==> config.mk <==
export PLATFORM = sky130hd
export DESIGN_NAME = wdt_keyed_top
export DESIGN_NICKNAME = d
export VERILOG_FILES = /design/src/rtl/wdt_pkg.sv /design/src/rtl/wdt_unlock.sv /design/src/rtl/wdt_cfg_regs.sv /design/src/rtl/wdt_core.sv /design/src/rtl/wdt_keyed_top.sv
export SDC_FILE = /design/constraint.sdc
export NUM_CORES = 1
export LEC_CHECK = 0
export BUFFER_PORTS_ARGS = -buffer_cell sky130_fd_sc_hd__buf_4
export CAP_MARGIN = 20
export CORE_MARGIN = 2
export CORE_UTILIZATION = 58
export DETAILED_ROUTE_END_ITERATION = 10
export GPL_ROUTABILITY_DRIVEN = 0
export PLACE_DENSITY = 0.8
export SLEW_MARGIN = 5
export SYNTH_ARGS = -nofsm -noshare
export SYNTH_HDL_FRONTEND = slang
export SYNTH_HIERARCHICAL = 1
export SYNTH_SLANG_ARGS = --single-unit
==> constraint.sdc <==
create_clock -name clk -period 2.5 [get_ports clk]
set_clock_uncertainty 0.05 [all_clocks]
set_input_delay 0.375 -clock clk [delete_from_list [all_inputs] [get_ports clk]]
set_output_delay 0.375 -clock clk [all_outputs]
set_load 0.02 [all_outputs]
==> src/rtl/wdt_pkg.sv <==
package wdt_pkg;
  localparam int ADDR_W = 3;

  typedef enum logic [ADDR_W-1:0] {
    A_KEY1  = 3'd0,
    A_KEY2  = 3'd1,
    A_STAT  = 3'd2,
    A_LIMIT = 3'd3,
    A_CTRL  = 3'd4,
    A_COUNT = 3'd5,
    A_ICLR  = 3'd6
  } wdt_addr_t;

  localparam logic [15:0] KEY_FIRST  = 16'hBABA;
  localparam logic [15:0] KEY_SECOND = 16'hEB10;

  typedef enum logic [1:0] {
    UL_IDLE = 2'd0,
    UL_HALF = 2'd1,
    UL_OPEN = 2'd2
  } ul_state_t;

  typedef struct packed {
    logic rst_en;
    logic cnt_en;
  } wdt_ctrl_t;
endpackage

==> src/rtl/wdt_unlock.sv <==
module wdt_unlock
  import wdt_pkg::*;
#(
  parameter int DW = 32
) (
  input  logic              clk,
  input  logic              rst,
  input  logic              bus_wr,
  input  logic [ADDR_W-1:0] bus_addr,
  input  logic [DW-1:0]     bus_wdata,
  output logic              grant,
  output logic              wr_stat,
  output logic              wr_limit,
  output logic              wr_ctrl
);
  ul_state_t state_q, state_d;
  logic      key1_ok, key2_ok;

  assign key1_ok = (bus_addr == A_KEY1) && (bus_wdata == DW'(KEY_FIRST));
  assign key2_ok = (bus_addr == A_KEY2) && (bus_wdata == DW'(KEY_SECOND));

  always_comb begin
    state_d = state_q;
    if (bus_wr) begin
      case (state_q)
        UL_IDLE: state_d = key1_ok ? UL_HALF : UL_IDLE;
        UL_HALF: state_d = key2_ok ? UL_OPEN : UL_IDLE;
        default: state_d = UL_IDLE;
      endcase
    end
  end

  always_ff @(posedge clk) begin
    if (rst) state_q <= UL_IDLE;
    else     state_q <= state_d;
  end

  assign grant    = (state_q == UL_OPEN);
  assign wr_stat  = bus_wr && grant && (bus_addr == A_STAT);
  assign wr_limit = bus_wr && grant && (bus_addr == A_LIMIT);
  assign wr_ctrl  = bus_wr && grant && (bus_addr == A_CTRL);
endmodule

==> src/rtl/wdt_cfg_regs.sv <==
module wdt_cfg_regs
  import wdt_pkg::*;
#(
  parameter int DW = 32,
  parameter int CW = 32
) (
  input  logic          clk,
  input  logic          rst,
  input  logic          wr_limit,
  input  logic          wr_ctrl,
  input  logic [DW-1:0] bus_wdata,
  output logic [CW-1:0] limit_q,
  output wdt_ctrl_t     ctrl_q,
  output logic          cnt_clr
);
  always_ff @(posedge clk) begin
    if (rst) begin
      limit_q <= '1;
      ctrl_q  <= '0;
    end else begin
      if (wr_limit) limit_q <= bus_wdata[CW-1:0];
      if (wr_ctrl)  ctrl_q  <= wdt_ctrl_t'(bus_wdata[1:0]);
    end
  end

  assign cnt_clr = wr_limit || wr_ctrl;
endmodule

==> src/rtl/wdt_core.sv <==
module wdt_core #(
  parameter int CW = 32
) (
  input  logic          clk,
  input  logic          rst,
  input  logic          cnt_tick,
  input  logic          cnt_en,
  input  logic          rst_en,
  input  logic          cnt_clr,
  input  logic          stat_clr,
  input  logic [CW-1:0] limit_q,
  output logic [CW-1:0] cnt_q,
  output logic          status_q,
  output logic          req_q
);
  logic hit;

  assign hit = cnt_en && cnt_tick && (cnt_q == limit_q);

  always_ff @(posedge clk) begin
    if (rst) begin
      cnt_q    <= '0;
      status_q <= 1'b0;
      req_q    <= 1'b0;
    end else begin
      if (cnt_clr || !cnt_en)  cnt_q <= '0;
      else if (hit)            cnt_q <= '0;
      else if (cnt_tick)       cnt_q <= cnt_q + 1'b1;

      if (hit)                 status_q <= 1'b1;
      else if (stat_clr)       status_q <= 1'b0;

      if (hit && rst_en)       req_q <= 1'b1;
    end
  end
endmodule

==> src/rtl/wdt_keyed_top.sv <==
module wdt_keyed_top
  import wdt_pkg::*;
#(
  parameter int DW = 32,
  parameter int CW = 32
) (
  input  logic              clk,
  input  logic              rst,
  input  logic              cnt_tick,
  input  logic              bus_wr,
  input  logic [ADDR_W-1:0] bus_addr,
  input  logic [DW-1:0]     bus_wdata,
  output logic [DW-1:0]     bus_rdata,
  output logic              irq,
  output logic              reset_req
);
  logic          grant, wr_stat, wr_limit, wr_ctrl, cnt_clr;
  logic          stat_clr, status_q, req_q;
  logic [CW-1:0] limit_q, cnt_q;
  wdt_ctrl_t     ctrl_q;
  logic          ctrl_en, ctrl_rst_en;

  wdt_unlock #(.DW(DW)) u_unlock (
    .clk(clk), .rst(rst), .bus_wr(bus_wr), .bus_addr(bus_addr),
    .bus_wdata(bus_wdata), .grant(grant), .wr_stat(wr_stat),
    .wr_limit(wr_limit), .wr_ctrl(wr_ctrl)
  );

  wdt_cfg_regs #(.DW(DW), .CW(CW)) u_cfg (
    .clk(clk), .rst(rst), .wr_limit(wr_limit), .wr_ctrl(wr_ctrl),
    .bus_wdata(bus_wdata), .limit_q(limit_q), .ctrl_q(ctrl_q),
    .cnt_clr(cnt_clr)
  );

  assign ctrl_en     = ctrl_q.cnt_en;
  assign ctrl_rst_en = ctrl_q.rst_en;
  assign stat_clr    = (wr_stat && !bus_wdata[0]) ||
                       (bus_wr && (bus_addr == A_ICLR) && bus_wdata[0]);

  wdt_core #(.CW(CW)) u_core (
    .clk(clk), .rst(rst), .cnt_tick(cnt_tick), .cnt_en(ctrl_en),
    .rst_en(ctrl_rst_en), .cnt_clr(cnt_clr), .stat_clr(stat_clr),
    .limit_q(limit_q), .cnt_q(cnt_q), .status_q(status_q), .req_q(req_q)
  );

  always_ff @(posedge clk) begin
    if (rst) begin
      bus_rdata <= '0;
    end else begin
      case (bus_addr)
        A_STAT:  bus_rdata <= DW'(status_q);
        A_LIMIT: bus_rdata <= DW'(limit_q);
        A_CTRL:  bus_rdata <= DW'(ctrl_q);
        A_COUNT: bus_rdata <= DW'(cnt_q);
        default: bus_rdata <= '0;
      endcase
    end
  end

  assign irq       = status_q;
  assign reset_req = req_q;
endmodule

==> impl_metrics.env <==
export IMPL_hold_buffers=0
export IMPL_synth_fp_nets=566
export IMPL_fin_hold_ws_ps=166
export IMPL_cts_sinks=102
export IMPL_route_detailed_wl_per_inst_um=18.6
export IMPL_synthArstFlopShare=0
export IMPL_cts_tree="yes"
export IMPL_ys_seq_area_frac=0.384
export IMPL_numCtsBuffers=9
export IMPL_die_h_um=99.7
export IMPL_maxCapViolCount=0
export IMPL_grt_usage=0.263
export IMPL_fillers=678
export IMPL_worstPathMaxFanout=16
export IMPL_postSynthAreaPerCell_um2=10.1
export IMPL_ir_drop_mv=0.366
export IMPL_syn_cell_area_um2=5310
export IMPL_routed_via_count=4325
export IMPL_synth_xor_area_frac=0.106
export IMPL_post_route_util=0.690
export IMPL_ant_nets=0
export IMPL_grt_pass1_wl_mm=20.6
export IMPL_area_delta_synth_final_pct=14.3
export IMPL_yosysUniqueCellTypes=49
export IMPL_tns_ps=0
export IMPL_grt_max_degree=66
export IMPL_firstDrtPassIters=5
export IMPL_synthMuxAreaShare=0.0134
export IMPL_start_kind="flop"
export IMPL_cts_max_level=3
export IMPL_relSlewSlack=0.487
export IMPL_power_leakage_nw=1.92
export IMPL_core_um2=8810
export IMPL_grt_overflow=0
export IMPL_drt_initial_drc_count=305
export IMPL_timing_final_hold_violations=0
export IMPL_synth_ff_type="dfxtp_1"
export IMPL_clk_latency_ps=360
export IMPL_synth_compound_area_frac=0.134
export IMPL_wirelength_mm=12.8
export IMPL_portBuffers=72
export IMPL_end_kind="flop"
export IMPL_synth_simple_area_share=0.304
export IMPL_rows=34
export IMPL_cts_resized=0
export IMPL_power_w=0.00301
export IMPL_first_global_vias=3982
export IMPL_p_per_area_nw_per_um2=496
export IMPL_pin_count=73
export IMPL_path_class="flop to flop"
export IMPL_fmax_mhz=435
export IMPL_hold_path_class="primary input to flop"
export IMPL_clkTransAtPathRegs_ps=100
export IMPL_maxSlewViolCount=0
export IMPL_drive_gt1_frac=0.272
export IMPL_status="finished, final reports clean"
export IMPL_ys_seq_elements=102
export IMPL_cp_data_required_time_ps=2700
export IMPL_max_slew_worst_pin_slew_ps=769
export IMPL_initial_core_util=0.603
export IMPL_setup_viol=0
export IMPL_fp_dieW_um=99.7
export IMPL_drt_vias_per_instance=6.30
export IMPL_drc=0
export IMPL_synth_top_family_by_area="simple AND/OR/NAND/NOR gates"
export IMPL_n_antenna_cell=0
export IMPL_yosys_warnings=6
export IMPL_fin_nets=614
export IMPL_place_inst=671
export IMPL_yosys_area_share_adder=0.00236
export IMPL_antenna_found_initial=0
export IMPL_final_cells=686
export IMPL_dieArea_um2=9940
export IMPL_clock_root_buffer="clkbuf_8"
export IMPL_syn_inst=526
export IMPL_dp_hpwl_mm=8.80
export IMPL_finalCriticalPeriod_ps=2300
export IMPL_cts_setup_buffers=0
export IMPL_synth_edf_count=0
export IMPL_grt_setup_unrepaired="false"
export IMPL_cp_arrival_ps=2490
export IMPL_fin_crit_sh=0.919
export IMPL_cts_buffer_depth=2
where the power goes:
group | switching, W | internal (W) | leakage (nW)
Clock | 0.000573 | 0.000557 | 0.0973
Combinational | 0.000148 | 0.0000984 | 1.00
Sequential | 0.00000267 | 0.00163 | 0.824
Total | 0.000724 | 0.00229 | 1.92
per-stage QoR:
stage	area, um^2	setup slack, ps
CTS	6070	103
finish	6070	203
detailed placement	5860	242
global placement	5860	382
floorplan	5310	494
global route	6070	82.7
synthesized netlist by cell type (2+ instances only):
master    number  area (um^2)
xor2_1         9         78.8
or3b_2         2         17.5
nor4b_1        3         26.3
nor4_1         8         50.1
nand2_1       11         41.3
dfxtp_1      102         2040
clkbuf_2       4         20.0
nor2_1        14         52.6
nand3_1       13         65.1
nor4bb_1       2         20.0
nand4_1       17          106
and4b_1        3         30.0
or3b_1         2         17.5
and2b_1        6         45.0
and4_1         4         35.0
nor3_2        10          100
xnor2_1       55          482
nor2b_1       28          175
buf_6          6         67.6
a211o_1       32          280
mux2i_1        6         60.1
buf_1          3         11.3
nand4b_1      60          526
nor3_1        32          160
clkbuf_1      12         45.0
buf_4          3         22.5
inv_1          4         15.0
buf_2         24          120
a211oi_2      29          363
and3_1         2         12.5
nor4_4         2         42.5
state kept, by name, indices dropped and copies added, names as in the netlist:
register / count
bus_rdata: 32
u_cfg/ctrl_q: 2
u_cfg/limit_q: 32
u_core/cnt_q: 32
u_core/req_q: 1
u_core/status_q: 1
u_unlock/state_q: 2
kinds of logic (layout without fill, tap and decap cells):
family	Yosys count	count (layout)
muxes	7	7
and+or+nand+nor	228	228
buffers and inverters	56	108
AOI/OAI and AO/OA	68	68
DFF	102	102
xor gates and xnor gates	64	64
adders and majority gates	1	1
cells in the final DEF, fill, tap and decap left out, types with 3 or more instances in the layout:
master and count:
nor4b_1 3, nand3_1 13, buf_4 88, nor2_1 13, nor3_2 10, dfxtp_1 102, and2b_1 6, nor3_1 32
and4_1 4, a211oi_2 29, clkinvlp_4 3, nand4b_1 60, and4b_1 3, a211o_1 32, nor4_1 7, nand4_1 17
mux2i_1 6, inv_1 4, clkbuf_8 9, nor2b_1 28, xnor2_1 54, nand2_1 11, xor2_1 9
final cells by class:
class	count	area [um^2]	area share
inverter	4	15.0	0.00247
clock buffer	9	124	0.0204
multi-input combinational	368	2990	0.492
tap	108	135	0.0222
timing repair buffer	89	681	0.112
sequential	102	2040	0.336
clock inverter	6	87.6	0.0144
worst max-delay path, cell delays in order (launching register included):
cell	delay, ps
dfxtp_1	510
nand4_2	200
or3_1	720
nor4_2	460
xnor2_1	190
nor3_2	50
worst paths after layout:
check | start | end | slack [ps] | cells past startpoint
worst max-delay path | u_core/cnt_q[7]$_SDFFE_PP0P_ | u_core/cnt_q[25]$_SDFFE_PP0P_ | 200 | 5
worst max register to register | u_core/cnt_q[7]$_SDFFE_PP0P_ | u_core/cnt_q[25]$_SDFFE_PP0P_ | 200 | 5
worst min-delay path | bus_wdata[26] | u_cfg/limit_q[26]$_SDFFE_PP1P_ | 170 | 2
worst min register to register | u_cfg/limit_q[20]$_SDFFE_PP1P_ | bus_rdata[20]$_SDFF_PP0_ | 500 | 2
routing by layer:
metal  vias up  GRT usage  part of all wire
met5         -          0                 0
met4         0     0.0717             0.018
met3        19     0.0457             0.053
met2       167      0.402              0.45
met1      2081      0.384              0.48
li1       2058          -                 -
Note: power is estimated with default switching activity, not from simulation.
